## src/rtl/sio_pkg.sv

```systemverilog
package sio_pkg;
    localparam int ADDR_W    = 5;
    localparam int CMD_W     = 3;
    localparam int DATA_W    = 8;
    localparam int HDR_LEN   = ADDR_W + CMD_W;
    localparam int FRAME_LEN = HDR_LEN + DATA_W;
    localparam int CNT_W     = $clog2(FRAME_LEN) + 2;

    typedef struct packed {
        logic [CNT_W-1:0]     cnt;
        logic [FRAME_LEN-1:0] rx;
        logic [DATA_W-1:0]    tx;
        logic                 sdo;
        logic                 match;
        logic                 rd;
        logic [DATA_W-1:0]    port;
    } frame_st_t;
endpackage

```

## src/rtl/sio_sync.sv

```systemverilog
module sio_sync #(
    parameter int         W       = 1,
    parameter logic [W-1:0] RST_VAL = '0
) (
    input  logic         clk,
    input  logic         rst_n,
    input  logic [W-1:0] async_i,
    output logic [W-1:0] sync_o
);
    logic [W-1:0] meta_q, meta_d, sync_q, sync_d;

    always_comb begin
        meta_d = async_i;
        sync_d = meta_q;
    end

    always_ff @(posedge clk or negedge rst_n) begin
        if (!rst_n) begin
            meta_q <= RST_VAL;
            sync_q <= RST_VAL;
        end else begin
            meta_q <= meta_d;
            sync_q <= sync_d;
        end
    end

    assign sync_o = sync_q;
endmodule

```

## src/rtl/sio_edge.sv

```systemverilog
module sio_edge #(
    parameter logic RST_VAL = 1'b0
) (
    input  logic clk,
    input  logic rst_n,
    input  logic sig_i,
    output logic rise_o,
    output logic fall_o
);
    logic prev_q, prev_d;

    always_comb begin
        prev_d = sig_i;
        rise_o = sig_i & ~prev_q;
        fall_o = ~sig_i & prev_q;
    end

    always_ff @(posedge clk or negedge rst_n) begin
        if (!rst_n) prev_q <= RST_VAL;
        else        prev_q <= prev_d;
    end
endmodule

```

## src/rtl/sio_frame.sv

```systemverilog
module sio_frame
    import sio_pkg::*;
(
    input  logic              clk,
    input  logic              rst_n,
    input  logic              sel_lvl_i,
    input  logic              sel_fall_i,
    input  logic              sel_rise_i,
    input  logic              sck_rise_i,
    input  logic              sck_fall_i,
    input  logic              sdi_i,
    input  logic [ADDR_W-1:0] strap_i,
    input  logic [DATA_W-1:0] port_i,
    output logic              sdo_o,
    output logic [DATA_W-1:0] port_o
);
    localparam logic [CNT_W-1:0] HDR_CNT   = CNT_W'(HDR_LEN);
    localparam logic [CNT_W-1:0] FRAME_CNT = CNT_W'(FRAME_LEN);
    localparam logic [CNT_W-1:0] CNT_MAX   = {CNT_W{1'b1}};

    frame_st_t q, d;
    logic [ADDR_W-1:0] hdr_addr;
    logic [CMD_W-1:0]  hdr_cmd;
    logic              addr_hit;

    always_comb begin
        hdr_addr = q.rx[HDR_LEN-1:CMD_W];
        hdr_cmd  = q.rx[CMD_W-1:0];
        addr_hit = (hdr_addr == strap_i);
        d = q;
        if (sel_fall_i) begin
            d.cnt   = '0;
            d.rx    = '0;
            d.tx    = port_i;
            d.sdo   = 1'b1;
            d.match = 1'b0;
            d.rd    = 1'b0;
        end else if (sel_rise_i) begin
            if (q.cnt == FRAME_CNT) d.port = ~q.rx[DATA_W-1:0];
            d.cnt   = '0;
            d.sdo   = 1'b1;
            d.match = 1'b0;
            d.rd    = 1'b0;
        end else if (!sel_lvl_i) begin
            if (sck_rise_i) begin
                d.rx = {q.rx[FRAME_LEN-2:0], sdi_i};
                if (q.cnt != CNT_MAX) d.cnt = q.cnt + 1'b1;
                if (q.cnt == HDR_CNT && q.match && !q.rd) d.sdo = 1'b1;
            end else if (sck_fall_i) begin
                if (q.cnt == HDR_CNT) begin
                    d.match = addr_hit;
                    d.rd    = addr_hit && (&hdr_cmd);
                    if (addr_hit) d.sdo = 1'b0;
                end else if (q.rd && q.cnt > HDR_CNT && q.cnt <= FRAME_CNT) begin
                    d.sdo = q.tx[DATA_W-1];
                    d.tx  = {q.tx[DATA_W-2:0], 1'b0};
                end
            end
        end
    end

    always_ff @(posedge clk or negedge rst_n) begin
        if (!rst_n) begin
            q       <= '0;
            q.sdo   <= 1'b1;
        end else begin
            q <= d;
        end
    end

    assign sdo_o  = q.sdo;
    assign port_o = q.port;

    AST_PORT_HOLD: assert property (@(posedge clk) disable iff (!rst_n)
        (q.port != $past(q.port)) |-> $past(sel_rise_i && q.cnt == FRAME_CNT));
    AST_SDO_IDLE: assert property (@(posedge clk) disable iff (!rst_n)
        (sel_lvl_i && $past(sel_lvl_i)) |-> q.sdo);
    AST_ACK_NEEDS_MATCH: assert property (@(posedge clk) disable iff (!rst_n)
        !q.sdo |-> q.match);
    AST_CNT_NO_WRAP: assert property (@(posedge clk) disable iff (!rst_n)
        (q.cnt != $past(q.cnt)) |-> (q.cnt == '0 || q.cnt == $past(q.cnt) + 1'b1));
    AST_READ_GATE: assert property (@(posedge clk) disable iff (!rst_n)
        ($fell(q.sdo) && q.cnt > HDR_CNT) |-> q.rd);
endmodule

```

## src/rtl/sio_expander.sv

```systemverilog
module sio_expander
    import sio_pkg::*;
(
    input  logic              clk,
    input  logic              rst_n,
    input  logic              sel_n_i,
    input  logic              sck_i,
    input  logic              sdi_i,
    input  logic [ADDR_W-1:0] strap_i,
    input  logic [DATA_W-1:0] port_i,
    output logic              sdo_o,
    output logic [DATA_W-1:0] port_o
);
    localparam int NSYNC = 3;

    logic [NSYNC-1:0] raw_in, sync_in;
    logic sel_s, sck_s, sdi_s;
    logic sel_rise, sel_fall, sck_rise, sck_fall;

    assign raw_in = {sel_n_i, sck_i, sdi_i};

    sio_sync #(.W(NSYNC), .RST_VAL(3'b100)) u_sync (
        .clk(clk), .rst_n(rst_n), .async_i(raw_in), .sync_o(sync_in)
    );

    assign {sel_s, sck_s, sdi_s} = sync_in;

    sio_edge #(.RST_VAL(1'b1)) u_sel_edge (
        .clk(clk), .rst_n(rst_n), .sig_i(sel_s), .rise_o(sel_rise), .fall_o(sel_fall)
    );

    sio_edge #(.RST_VAL(1'b0)) u_sck_edge (
        .clk(clk), .rst_n(rst_n), .sig_i(sck_s), .rise_o(sck_rise), .fall_o(sck_fall)
    );

    sio_frame u_frame (
        .clk(clk), .rst_n(rst_n),
        .sel_lvl_i(sel_s), .sel_fall_i(sel_fall), .sel_rise_i(sel_rise),
        .sck_rise_i(sck_rise), .sck_fall_i(sck_fall), .sdi_i(sdi_s),
        .strap_i(strap_i), .port_i(port_i),
        .sdo_o(sdo_o), .port_o(port_o)
    );
endmodule

```

## config.mk

```make
export PLATFORM = sky130hd
export DESIGN_NAME = sio_expander
export DESIGN_NICKNAME = d
export VERILOG_FILES = /design/src/rtl/sio_pkg.sv /design/src/rtl/sio_sync.sv /design/src/rtl/sio_edge.sv /design/src/rtl/sio_frame.sv /design/src/rtl/sio_expander.sv
export SDC_FILE = /design/constraint.sdc
export NUM_CORES = 1
export LEC_CHECK = 0
export BUFFER_PORTS_ARGS = -buffer_cell sky130_fd_sc_hd__buf_2
export CAP_MARGIN = 20
export CELL_PAD_IN_SITES_DETAIL_PLACEMENT = 0
export CELL_PAD_IN_SITES_GLOBAL_PLACEMENT = 1
export CORE_AREA = 2 2 68 70
export DETAILED_ROUTE_END_ITERATION = 12
export DIE_AREA = 0 0 70 72
export PLACE_DENSITY_LB_ADDON = 0.2
export RECOVER_POWER = 25
export SYNTH_ARGS = -nofsm -noshare
export SYNTH_HDL_FRONTEND = slang
export SYNTH_SLANG_ARGS = --single-unit
```

## constraint.sdc

```tcl
create_clock -name clk -period 4.12 [get_ports clk]
set_input_delay 0.824 -clock clk [delete_from_list [all_inputs] [get_ports clk]]
set_output_delay 0.824 -clock clk [all_outputs]
set_load 0.02 [all_outputs]
```

==> metrics.md, run 1 <==
| Metric | Value |
|---|---|
| Routed vias/inst | `roughly 5.3` |
| Crit share post-route | `63.02%` |
| Count of cell types in the netlist | `42` |
| CP peak stage delay | `0.60 ns` |
| Avg WL per Cell | `13.89 um` |
| CTS root buf | `clkbuf_8` |
| Final Wtd Congestion | `approximately 0.80` |
| Synthesized Nets | `roughly 220` |
| Post-layout nets | `235` |
| Combinational group share of total power | `between 10 and 15%` |
| Max Slew Vio Count | `42` |
| RSZ-0062 raised after global routing | `no` |
| CTS H-tree depth | `2` |
| Post-DRT Antenna Nets | `0` |
| Final setup viols | `0` |
| Clk pwr share | `between 30% and 40%` |
| Cells after Synth | `about 190` |
| Top post-synthesis cells by count | `dfrtp_1 (37), nand2_1 (24), o21ai_1 (13), o21ai_0 (12)` |
| Clock period minus worst slack | `roughly 2.6 ns` |
| Bufs and invs on worst path | `0` |
| Status | `finished with violations` |
| Starting DRC count in detailed routing | `63` |
| Part of the power in registers | `between 50 and 60%` |
| WL final | `around 3.7 mm` |
| Skew-Pair Late Insertion Delay | `0.29 ns` |
| PortBufs | `26` |
| Largest cells by area after synthesis | `dfrtp_1 (46%), dfstp_2 (5.2%), nand2_1 (4.4%)` |
| CTS tree | `done` |
| Clock skew | `about 0.0035 ns` |
| Clk buf depth | `2` |
| Mean Syn Cell Area | `between 10 and 15 sq um` |
| Die Height | `between 70 and 80 um` |
| Switching Share | `25.55%` |
| DRC Markers | `0` |
| YS warnings | `0` |
| First-pass detailed-route iteration total | `4` |
| CTS clk-pin slew, worst paths | `around 0.080 ns` |
| Worst EP arrival | `~2.8 ns` |
| Row count | `24` |
| CTS Hold Bufs | `0` |
| Global route hottest layer | `met2` |
| Worst setup SP type | `flip-flop` |
| Vias in the first global route | `about 1500` |
| Die Wd | `about 70 um` |
| Area growth syn-to-layout | `10.31%` |
| Final Non-Filler Cells | `approximately 260` |
| Internal power | `~0.00073 W` |
| Post-synth top flop | `dfrtp_1` |
| Initial antenna violation count | `0` |
| Crit path max fanout | `22` |
| Net switching power | `0.0002500 W` |
| Die Area | `0.005040 sq mm` |
| Post-Place Cells | `~260` |
| Least-Margin Pin Slew | `approximately 2.2 ns` |
| Most numerous cell in the Yosys netlist | `dfrtp_1` |
| Setup TNS | `0 ns` |
| CTS Buf Count | `5` |
| Largest area contributor in the netlist | `dfrtp_1` |
| Layout cell share with drive strength beyond 1 | `21.80%` |
| GRT overflow | `0` |
| CTS sink count | `approximately 40` |
| Dpl hpwl | `2.658 mm` |
| Worst Setup End Kind | `flip-flop` |
| PD cells | `around 440 mW/mm^2` |
| Gr usage total | `between 15 and 20%` |
| CP delay by family, top | `simple AND/OR/NAND/NOR gates` |
| Data required time of the critical path | `roughly 4.3 ns` |
| Starting Density | `between 40% and 50%` |
| Critical R2R Launch | `u_sel_edge.prev_q` |
| Worst path slowest cell | `ha_1` |
| Num ports | `27` |
| Static Leak | `between 1 and 1.5 nW` |
| Start point of the worst hold path | `u_sync.meta_q[0]` |
| EDFF count, synth | `0` |
| Post-Route Utilization | `between 50% and 60%` |
| VDD IR max | `247.7 uV` |
| ANT cells | `0` |
| Post-CTS sizing | `0` |
| Largest net degree at the start of global routing | `42` |
| Met1 usage | `20.65%` |
| Hold Fails Final Rpt | `0` |
| Synthesized area | `0.002027 sq mm` |
| Fmax | `0.3851 GHz` |
| Yosys reg bits | `between 40 and 50` |
| Synth async-reset ratio | `100.0%` |
| Met2 track demand over resource | `between 20% and 30%` |
| Total power | `~0.001 W` |
| WS Path Type | `flip-flop to flip-flop` |
| Seq/Total Area, Yosys | `roughly 51%` |
| Core Area | `0.004264 sq mm` |
| Routing usage on met3 | `between 4 and 5%` |
| Slew headroom | `-43.86%` |
| Failing checks | `capacitance limit, slew limit` |
| Crit path cell chain | `ha_1 -> nor2_1 -> a221o_1 -> or4_1 -> o21ai_1` |
| First-pass GRT wire length | `between 6 and 7 mm` |
| CP Launch Point | `u_sel_edge.prev_q` |
| Post-synth top area share | `a little under half` |
| Vias | `~1400` |
| Post-CTS setup buffers | `0` |
| Hold Crit Class | `flip-flop to flip-flop` |
| Max Cap Viol | `1` |
## worst paths after layout
path,slack (ns),depth (start not counted),end
min in group asynchronous,1.16,1,u_sck_edge.prev_q
hold reg to reg,0.35,0,u_sync.sync_o[0]
setup / recovery,1.52,5,u_frame.q[8]
hold / removal,0.35,0,u_sync.sync_o[0]
setup reg to reg,1.52,5,u_frame.q[8]
max in group asynchronous,1.73,1,u_frame.hdr_addr[4]
## layout by cell type, fill, tap and decap left out, types with 6 or more instances in the layout
| cell | count |
|---|---|
| o21ai_1 | 13 |
| ha_1 | 7 |
| nand3_1 | 7 |
| nand2_1 | 24 |
| buf_2 | 25 |
| inv_1 | 6 |
| dfrtp_1 | 37 |
| o21ai_0 | 12 |
| nand2b_1 | 9 |
| nor2_1 | 6 |
| mux2_1 | 7 |
| clkbuf_8 | 6 |
| mux2_2 | 7 |
## power groups by stage
stage / clock network [W] / logic (W) / registers, W
after floorplan: 0 / 0.000115 / 0.000494
after global placement: 0 / 0.000139 / 0.000507
after detailed placement: 0 / 0.000147 / 0.000511
after CTS: 0.000343 / 0.000147 / 0.000503
after global routing: 0.000360 / 0.000164 / 0.000511
final: 0.000332 / 0.000143 / 0.000503
## layout make-up
type / instances / area [sq um]
fillers: 398 / 2028
flip-flops and latches: 41 / 1031
multi-input cells: 130 / 872.1
repair buffers: 26 / 128.9
clock buffers: 7 / 86.33
well taps: 52 / 65.06
clock inverters: 1 / 30.03
inverters: 6 / 22.52
## registers in the layout, indices dropped and copies added, names as in the netlist
name               count
u_sync.meta_q          3
u_frame.port_o         8
u_frame.hdr_cmd        3
u_frame.q             16
u_sel_edge.prev_q      1
u_frame.hdr_addr       5
u_sync.sync_o          3
u_sck_edge.prev_q      1
u_frame.sdo_o          1
## cells by family (layout without fill, tap and decap cells)
| group | count (synthesis) | count (layout) | share of synthesized area (%) |
|---|---|---|---|
| DFF | 41 | 41 | 50.86 |
| xor gates and xnor gates | 8 | 8 | 3.456 |
| muxes | 15 | 15 | 8.272 |
| adders and majority gates | 7 | 7 | 4.321 |
| and+or+nand+nor | 60 | 60 | 15.31 |
| buffers and inverters | 21 | 40 | 6.110 |
| AOI/OAI and AO/OA | 40 | 40 | 11.67 |
## layer usage
metal / vias up / share of wire [%]
met5: - / 0
met4: 0 / 1.4
met3: 6 / 4.1
met2: 27 / 46
met1: 653 / 49
li1: 697 / -
## per-stage QoR
stage	instance area (sq um)	hold slack [ns]	setup slack [ns]
6_report	2236	0.3504	1.524
5_1_grt	2236	0.3732	1.245
4_1_cts	2237	0.3524	1.510
3_5_place_dp	2121	0.3347	1.530
3_3_place_gp	2121	0.3330	1.631
2_1_floorplan	2027	0.3312	2.169
No activity file was read; power rests on OpenSTA's default activity.
==> run 2: changes to the inputs <==
--- a/config.mk
+++ b/config.mk
@@ -5,13 +5,14 @@
 export SDC_FILE = /design/constraint.sdc
 export NUM_CORES = 1
 export LEC_CHECK = 0
+export ABC_AREA = 1
 export BUFFER_PORTS_ARGS = -buffer_cell sky130_fd_sc_hd__buf_2
 export CAP_MARGIN = 20
 export CELL_PAD_IN_SITES_DETAIL_PLACEMENT = 0
 export CELL_PAD_IN_SITES_GLOBAL_PLACEMENT = 1
-export CORE_AREA = 2 2 68 70
+export CORE_AREA = 2 2 75 77
 export DETAILED_ROUTE_END_ITERATION = 12
-export DIE_AREA = 0 0 70 72
+export DIE_AREA = 0 0 77 79
 export PLACE_DENSITY_LB_ADDON = 0.2
 export RECOVER_POWER = 25
 export SYNTH_ARGS = -nofsm -noshare
==> constraint.sdc (replaced) <==
create_clock -name clk -period 2.65 [get_ports clk]
set_input_delay 0.53 -clock clk [delete_from_list [all_inputs] [get_ports clk]]
set_output_delay 0.53 -clock clk [all_outputs]
set_load 0.02 [all_outputs]
==> run 2 against run 1 <==
Effect of this change: the run now ends clean; clock-buffer cell count down 2; largest cell class unchanged; global-route usage up 0.29 points; routed wire length up 23%; combinational power is 80% higher; critical path depth up 7; register-to-register slack worse by 1.0 ns; cell count increased by 42%; largest power group unchanged; die area increased by 21%.
==> metrics.md, run 2 <==
| Metric | Value |
|---|---|
| Fill cells | `574 (was 398)` |
| GRT overflow | `0 (unchanged)` |
| First-pass GRT wire length | `8.045 mm (was 6.541 mm)` |
| Bufs and invs on worst path | `5 (was 0)` |
| Switching Share | `31.77% (was 25.55%)` |
| CTS clk-pin slew, worst paths | `0.08 ns (about the same)` |
| RSZ-0062 raised after global routing | `no (unchanged)` |
| Hold Crit Class | `primary input to flip-flop (was flip-flop to flip-flop)` |
| Layout cell share with drive strength beyond 1 | `18.27% (was 21.80%)` |
| Largest cells by area after synthesis | `dfrtp_1 (42%), nand2_1 (14%), nand3_1 (6.8%) (was dfrtp_1 (46%), dfstp_2 (5.2%), nand2_1 (4.4%))` |
| Post-CTS sizing | `0 (unchanged)` |
| Crit path max fanout | `14 (was 22)` |
| Final Wtd Congestion | `0.7831 (was 0.7960)` |
| Skew-Pair Late Insertion Delay | `0.29 ns (about the same)` |
| Fmax | `0.4677 GHz (was 0.3851 GHz)` |
| Static Leak | `1.248 nW (was 1.008 nW)` |
| Core Area | `0.005338 sq mm (was 0.004264 sq mm)` |
| Max Slew Vio Count | `0 (was 42)` |
| Clock skew | `0.004289 ns (was 0.003534 ns)` |
| VDD IR max | `348.9 uV (was 247.7 uV)` |
| Post-synth top flop | `dfrtp_1 (unchanged)` |
| Gr usage total | `16.51% (was 16.22%)` |
| Synthesized Nets | `302 (was 217)` |
| Post-layout nets | `325 (was 235)` |
| Worst Setup End Kind | `flip-flop (unchanged)` |
| Most frequent cells in the layout | `nand2_1 (84), dfrtp_1 (37), nand3_1 (30) (was dfrtp_1 (37), buf_2 (25), nand2_1 (24))` |
| Num ports | `27 (unchanged)` |
| Hold Fails Final Rpt | `0 (unchanged)` |
| Mean Syn Cell Area | `7.963 sq um (was 10.56 sq um)` |
| Die Height | `79 um (was 72 um)` |
| Internal power | `0.0009859 W (was 0.0007286 W)` |
| Most numerous cell in the Yosys netlist | `nand2_1 (was dfrtp_1)` |
| Dpl hpwl | `3.323 mm (was 2.658 mm)` |
| Post-CTS setup buffers | `0 (unchanged)` |
| Crit path cell chain | `inv_1 -> ha_1 -> nor2_2 -> inv_2 -> nor2_2 -> inv_2 -> nand3_2 -> inv_2 -> nand2_1 -> nand2_1 -> inv_1 -> nor2_1 (was ha_1 -> nor2_1 -> a221o_1 -> or4_1 -> o21ai_1)` |
| WS Path Type | `flip-flop to flip-flop (unchanged)` |
| Worst setup SP type | `flip-flop (unchanged)` |
| Max Cap Viol | `0 (was 1)` |
| Yosys reg bits | `41 (unchanged)` |
| Post-DRT Antenna Nets | `0 (unchanged)` |
| Cells after Synth | `277 (was 192)` |
| Seq/Total Area, Yosys | `46.74% (was 50.86%)` |
| CTS H-tree depth | `2 (unchanged)` |
| Vias in the first global route | `1773 (was 1455)` |
| WHS | `0.3262 ns (was 0.3504 ns)` |
| Row count | `27 (was 24)` |
| CTS Hold Bufs | `0 (unchanged)` |
| Hold path depth | `1 (was 0)` |
| Synthesized area | `0.002206 sq mm (was 0.002027 sq mm)` |
| Crit share post-route | `80.69% (was 63.02%)` |
| Worst EP arrival | `2.34 ns (was 2.82 ns)` |
| Initial antenna violation count | `0 (unchanged)` |
| Clk buf depth | `2 (unchanged)` |
| Largest Register | `u_frame.q (unchanged)` |
| Max reg flops | `16 (unchanged)` |
| PortBufs | `26 (unchanged)` |
| CP peak stage delay | `0.59 ns (was 0.60 ns)` |
| Most common cell after layout, fill and taps aside | `nand2_1 (was dfrtp_1)` |
| Worst path slowest cell | `dfstp_2 (was ha_1)` |
| DRC Markers | `0 (unchanged)` |
| Vias | `1753 (was 1383)` |
| Avg WL per Cell | `12.01 um (was 13.89 um)` |
| Area growth syn-to-layout | `10.55% (was 10.31%)` |
| CTS tree | `done (unchanged)` |
| Setup TNS | `0 ns (unchanged)` |
| CP delay by family, top | `simple AND/OR/NAND/NOR gates (unchanged)` |
| Count of cell types in the netlist | `28 (was 42)` |
| Clk pwr share | `29.0% (was 34.0%)` |
| Slew headroom | `29.86% (was -43.86%)` |
| Die Area | `0.006083 sq mm (was 0.005040 sq mm)` |
| Data required time of the critical path | `2.85 ns (was 4.34 ns)` |
| Largest net degree at the start of global routing | `25 (was 42)` |
| Die Wd | `77 um (was 70 um)` |
| Least-Margin Pin Slew | `1.052 ns (was 2.158 ns)` |
| Crit-path most repeated cell | `inv_2` |
| YS warnings | `0 (unchanged)` |
| Starting DRC count in detailed routing | `58 (was 63)` |
| First-pass detailed-route iteration total | `4 (unchanged)` |
| Net switching power | `0.0004591 W (was 0.0002500 W)` |
| Part of the power in registers | `53.2% (was 51.4%)` |
| Combinational group share of total power | `17.8% (was 14.7%)` |
| ANT cells | `0 (unchanged)` |
| WL final | `4.479 mm (was 3.653 mm)` |
| Levels on crit path | `12 (was 5)` |
| EDFF count, synth | `0 (unchanged)` |
| PD cells | `592.6 mW/mm^2 (was 437.7 mW/mm^2)` |
| Top post-synthesis cells by count | `nand2_1 (84), dfrtp_1 (37), nand3_1 (30), nor2_1 (29), inv_1 (26) (was dfrtp_1 (37), nand2_1 (24), o21ai_1 (13), o21ai_0 (12))` |
| Largest area contributor in the netlist | `dfrtp_1 (unchanged)` |
| CTS sink count | `41 (unchanged)` |
| Worst R2R Path Depth | `12 (was 5)` |
| Starting Density | `41.33% (was 47.54%)` |
| Synth async-reset ratio | `100.0% (unchanged)` |
| CTS Buf Count | `5 (unchanged)` |
| Status | `complete, no violations (was finished with violations)` |
| Clock period minus worst slack | `2.138 ns (was 2.597 ns)` |
| CTS root buf | `clkbuf_8 (unchanged)` |
| Post-synth top area share | `41.97% (was 45.68%)` |
| Routed vias/inst | `4.700 (was 5.259)` |
| Final setup viols | `0 (unchanged)` |
==> run 2: changes by cell type in the layout (fill, tap and decap cells not counted), sizes merged, moves of 8 or more <==
cell | before | now
nand2 | 24 | 85
inv | 6 | 32
nand3 | 7 | 33
nor2 | 7 | 31
mux2 | 14 | 0
o21ai | 25 | 14
nand2b | 9 | 0
a21oi | 3 | 11
==> run 2: power by group through the flow <==
stage,clock [W],sequential [W],combinational [W]
final,0.000419,0.000768,0.000258
after global routing,0.000454,0.000779,0.000306
after CTS,0.000433,0.000769,0.000263
after detailed placement,0,0.000782,0.000261
after global placement,0,0.000780,0.000263
after floorplan,0,0.000765,0.000188
==> run 2: cells by family after synthesis <==
logic type / count (synthesis) / synth area share (%)
compound gates: 28 / 8.055
fa+ha+maj: 7 / 3.970
xor+xnor: 2 / 0.7942
flops: 41 / 46.74
buf+inv: 44 / 9.755
simple gates: 155 / 30.69
==> run 2: per-stage QoR <==
step           area (sq um)  cells  power (W)  worst slack [ns]  utilization [%]
4_1_cts                2440    373   0.001465            0.4830            45.71
5_1_grt                2439    373   0.001539            0.2746            45.69
3_3_place_gp           2350    365   0.001042            0.5599            44.02
2_1_floorplan          2206    277  0.0009538            0.8662                -
6_report               2439    373   0.001445            0.5118            45.69
3_5_place_dp           2350    365   0.001043            0.4957            44.02
==> run 2: path summary, 6_finish.rpt <==
kind                             startpoint                 to  slack [ns]
hold reg to reg            u_sync.meta_q[0]   u_sync.sync_o[0]        0.35
setup / recovery           u_sync.sync_o[2]      u_frame.q[39]        0.51
min in group asynchronous             rst_n  u_frame.port_o[4]        0.39
max in group asynchronous             rst_n  u_sel_edge.prev_q        1.31
setup reg to reg           u_sync.sync_o[2]      u_frame.q[39]        0.51
hold / removal                      sel_n_i   u_sync.meta_q[2]        0.33
==> run 2: final cells by class <==
class	instances	area [sq um]	share of cell area, %
clock buffer	5	68.82	2.822
sequential	41	1031	42.28
inverter	31	116.4	4.772
tap	72	90.09	3.694
clock inverter	3	21.27	0.8722
multi-input combinational	192	959.7	39.35
timing repair buffer	29	151.4	6.208
==> run 2: layer usage <==
| metal | GRT usage (%) | wire (um) | up-vias |
|---|---|---|---|
| met1 | 20.76 | 2098 | 801 |
| met4 | 5.357 | 71 | 0 |
| li1 | - | - | 915 |
| met5 | 0 | 0 | - |
| met2 | 28.42 | 2168 | 29 |
| met3 | 3.636 | 141 | 8 |
==> run 3: changes to the inputs <==
--- a/config.mk
+++ b/config.mk
@@ -10,9 +10,9 @@
 export CAP_MARGIN = 20
 export CELL_PAD_IN_SITES_DETAIL_PLACEMENT = 0
 export CELL_PAD_IN_SITES_GLOBAL_PLACEMENT = 1
-export CORE_AREA = 2 2 75 77
+export CORE_AREA = 2 2 80 82
 export DETAILED_ROUTE_END_ITERATION = 12
-export DIE_AREA = 0 0 77 79
+export DIE_AREA = 0 0 82 84
 export PLACE_DENSITY_LB_ADDON = 0.2
 export RECOVER_POWER = 25
 export SYNTH_ARGS = -nofsm -noshare
==> constraint.sdc (replaced) <==
create_clock -name clk -period 1.8 [get_ports clk]
set_input_delay 0.36 -clock clk [delete_from_list [all_inputs] [get_ports clk]]
set_output_delay 0.36 -clock clk [all_outputs]
set_load 0.02 [all_outputs]
==> run 3 against run 2 <==
Effect of this change: cell count is 5.6% higher; critical endpoint is now u_frame.hdr_cmd[1]; via count is 2.6% higher; routed wire length is 5.8% higher; highest routed layer unchanged; cell area is 7.5% higher.
==> metrics.md, run 3 (synthesis results as in run 2) <==
| Metric | Value |
|---|---|
| Status | `complete, no violations (unchanged)` |
| Vias in the first global route | `1723 (was 1773)` |
| Core Area | `0.006096 sq mm (was 0.005338 sq mm)` |
| Num ports | `27 (unchanged)` |
| Starting DRC count in detailed routing | `75 (was 58)` |
| Starting Density | `36.19% (was 41.33%)` |
| Post-Place Cells | `385 (was 365)` |
| Post-CTS setup buffers | `0 (unchanged)` |
| Max reg flops | `16 (unchanged)` |
| Hold Fails Final Rpt | `0 (unchanged)` |
| Row count | `29 (was 27)` |
| Max Slew Vio Count | `0 (unchanged)` |
| Avg WL per Cell | `12.03 um (was 12.01 um)` |
| Hold Crit Class | `primary input to flip-flop (unchanged)` |
| WS Path Type | `flip-flop to flip-flop (unchanged)` |
| CTS clk-pin slew, worst paths | `0.08 ns (about the same)` |
| Fmax | `0.5950 GHz (was 0.4677 GHz)` |
| First-pass detailed-route iteration total | `4 (unchanged)` |
| Area growth syn-to-layout | `18.83% (was 10.55%)` |
| Final Non-Filler Cells | `394 (was 373)` |
| Clk buf depth | `2 (unchanged)` |
| Most common cell after layout, fill and taps aside | `nand2_1 (unchanged)` |
| Place WS | `0.05555 ns (was 0.4957 ns)` |
| Post-DRT Antenna Nets | `0 (unchanged)` |
| Dpl hpwl | `3.453 mm (was 3.323 mm)` |
| Routed vias/inst | `4.566 (was 4.700)` |
| Start point of the worst hold path | `sel_n_i (unchanged)` |
| Clock skew | `0.006363 ns (was 0.004289 ns)` |
| GRT overflow | `0 (unchanged)` |
| Worst EP arrival | `1.86 ns (was 2.34 ns)` |
| RSZ-0062 raised after global routing | `no (unchanged)` |
| Static Leak | `1.342 nW (was 1.248 nW)` |
| Setup ws final | `0.1193 ns (was 0.5118 ns)` |
| Layout cell share with drive strength beyond 1 | `22.71% (was 18.27%)` |
| Clock period minus worst slack | `1.681 ns (was 2.138 ns)` |
| CTS H-tree depth | `2 (unchanged)` |
| CTS tree | `done (unchanged)` |
| DRC Markers | `0 (unchanged)` |
| Fill cells | `633 (was 574)` |
| Crit path max fanout | `8 (was 14)` |
| Initial antenna violation count | `0 (unchanged)` |
| VDD IR max | `428.0 uV (was 348.9 uV)` |
| Largest net degree at the start of global routing | `42 (was 25)` |
| Skew-Pair Late Insertion Delay | `0.29 ns (about the same)` |
| CTS root buf | `clkbuf_8 (unchanged)` |
| Worst Setup End Kind | `flip-flop (unchanged)` |
| Met2 routed WL | `2.209 mm (was 2.168 mm)` |
| Placed inst area | `0.002481 sq mm (was 0.002350 sq mm)` |
| Setup TNS | `0 ns (unchanged)` |
| Least-Margin Pin Slew | `1.026 ns (was 1.052 ns)` |
| Slew headroom | `31.61% (was 29.86%)` |
| Critical R2R Launch | `u_sel_edge.prev_q (was u_sync.sync_o[2])` |
| Max Cap Viol | `0 (unchanged)` |
| Met3 routed WL | `158 um (was 141 um)` |
| PortBufs | `26 (unchanged)` |
| Post-CTS sizing | `0 (unchanged)` |
| Data required time of the critical path | `1.98 ns (was 2.85 ns)` |
| CTS sink count | `41 (unchanged)` |
| Highest Signal Layer | `met4 (unchanged)` |
| ANT cells | `0 (unchanged)` |
| Final setup viols | `0 (unchanged)` |
| Post-Route Utilization | `43.00% (was 45.69%)` |
| Vias | `1799 (was 1753)` |
| Die Area | `0.006888 sq mm (was 0.006083 sq mm)` |
| Largest Register | `u_frame.q (unchanged)` |
| CTS Buf Count | `5 (unchanged)` |
| Most frequent cells in the layout | `nand2_1 (84), dfrtp_1 (37), nand3_1 (30) (unchanged)` |
| Worst setup SP type | `flip-flop (unchanged)` |
| Metal-1 WL | `2.317 mm (was 2.098 mm)` |
| Die Height | `84 um (was 79 um)` |
| Post-layout nets | `341 (was 325)` |
| First-pass GRT wire length | `8.169 mm (was 8.045 mm)` |
| Crit share post-route | `93.37% (was 80.69%)` |
| WL final | `4.738 mm (was 4.479 mm)` |
| PD cells | `877.8 mW/mm^2 (was 592.6 mW/mm^2)` |
| Design area | `0.002621 sq mm (was 0.002439 sq mm)` |
| Final Wtd Congestion | `0.8444 (was 0.7831)` |
| CP Launch Point | `u_sel_edge.prev_q (was u_sync.sync_o[2])` |
| CTS Hold Bufs | `0 (unchanged)` |
| Die Wd | `82 um (was 77 um)` |
| Gr usage total | `15.51% (was 16.51%)` |
[run 3: area by class of cell]
type                            count  area, sq um  area share (%)
Sequential cell                    41         1031           39.33
Inverter                           31        118.9           4.535
Multi-Input combinational cell    193        988.4           37.71
Timing Repair Buffer               44        275.3           10.50
Clock inverter                      2        38.79           1.480
Tap cell                           77        96.34           3.675
Clock buffer                        6        72.57           2.769
[run 3: metal layers]
| metal | track usage (%) | vias to the layer above |
|---|---|---|
| met5 | 0 | - |
| met2 | 23.73 | 28 |
| met4 | 5.758 | 0 |
| met1 | 21.38 | 818 |
| li1 | - | 948 |
| met3 | 3.247 | 5 |
[run 3: worst paths after layout]
check,depth (start not counted),endpoint,slack [ns]
worst max-delay path,6,u_frame.hdr_cmd[1],0.12
worst min-delay path,1,u_sync.meta_q[2],0.16
worst max register to register,6,u_frame.hdr_cmd[1],0.12
worst min register to register,0,u_sync.sync_o[0],0.35
max in group asynchronous,2,u_sck_edge.prev_q,0.85
min in group asynchronous,2,u_frame.port_o[7],0.32
[run 3: power breakdown]
group / internal [W] / total [W] / switching [W]
sequential: 0.00103 / 0.00112 / 0.0000920
combinational: 0.000183 / 0.000436 / 0.000253
clock: 0.000416 / 0.000740 / 0.000324
[run 3: worst max-delay path: stages, from the launching register on]
cell,delay [ns]
dfstp_2,0.55
ha_1,0.26
inv_2,0.16
a21oi_4,0.19
o21a_4,0.21
o21ai_0,0.09
o21a_1,0.11
[run 3: through the flow]
stage / hold WS (ns) / power [W]
final: 0.1633 / 0.002301
after detailed placement: 0.3347 / 0.001573
after global placement: 0.3357 / 0.001570
after floorplan: 0.06441 / 0.001404
after global routing: 0.1446 / 0.002469
after CTS: 0.1410 / 0.002325
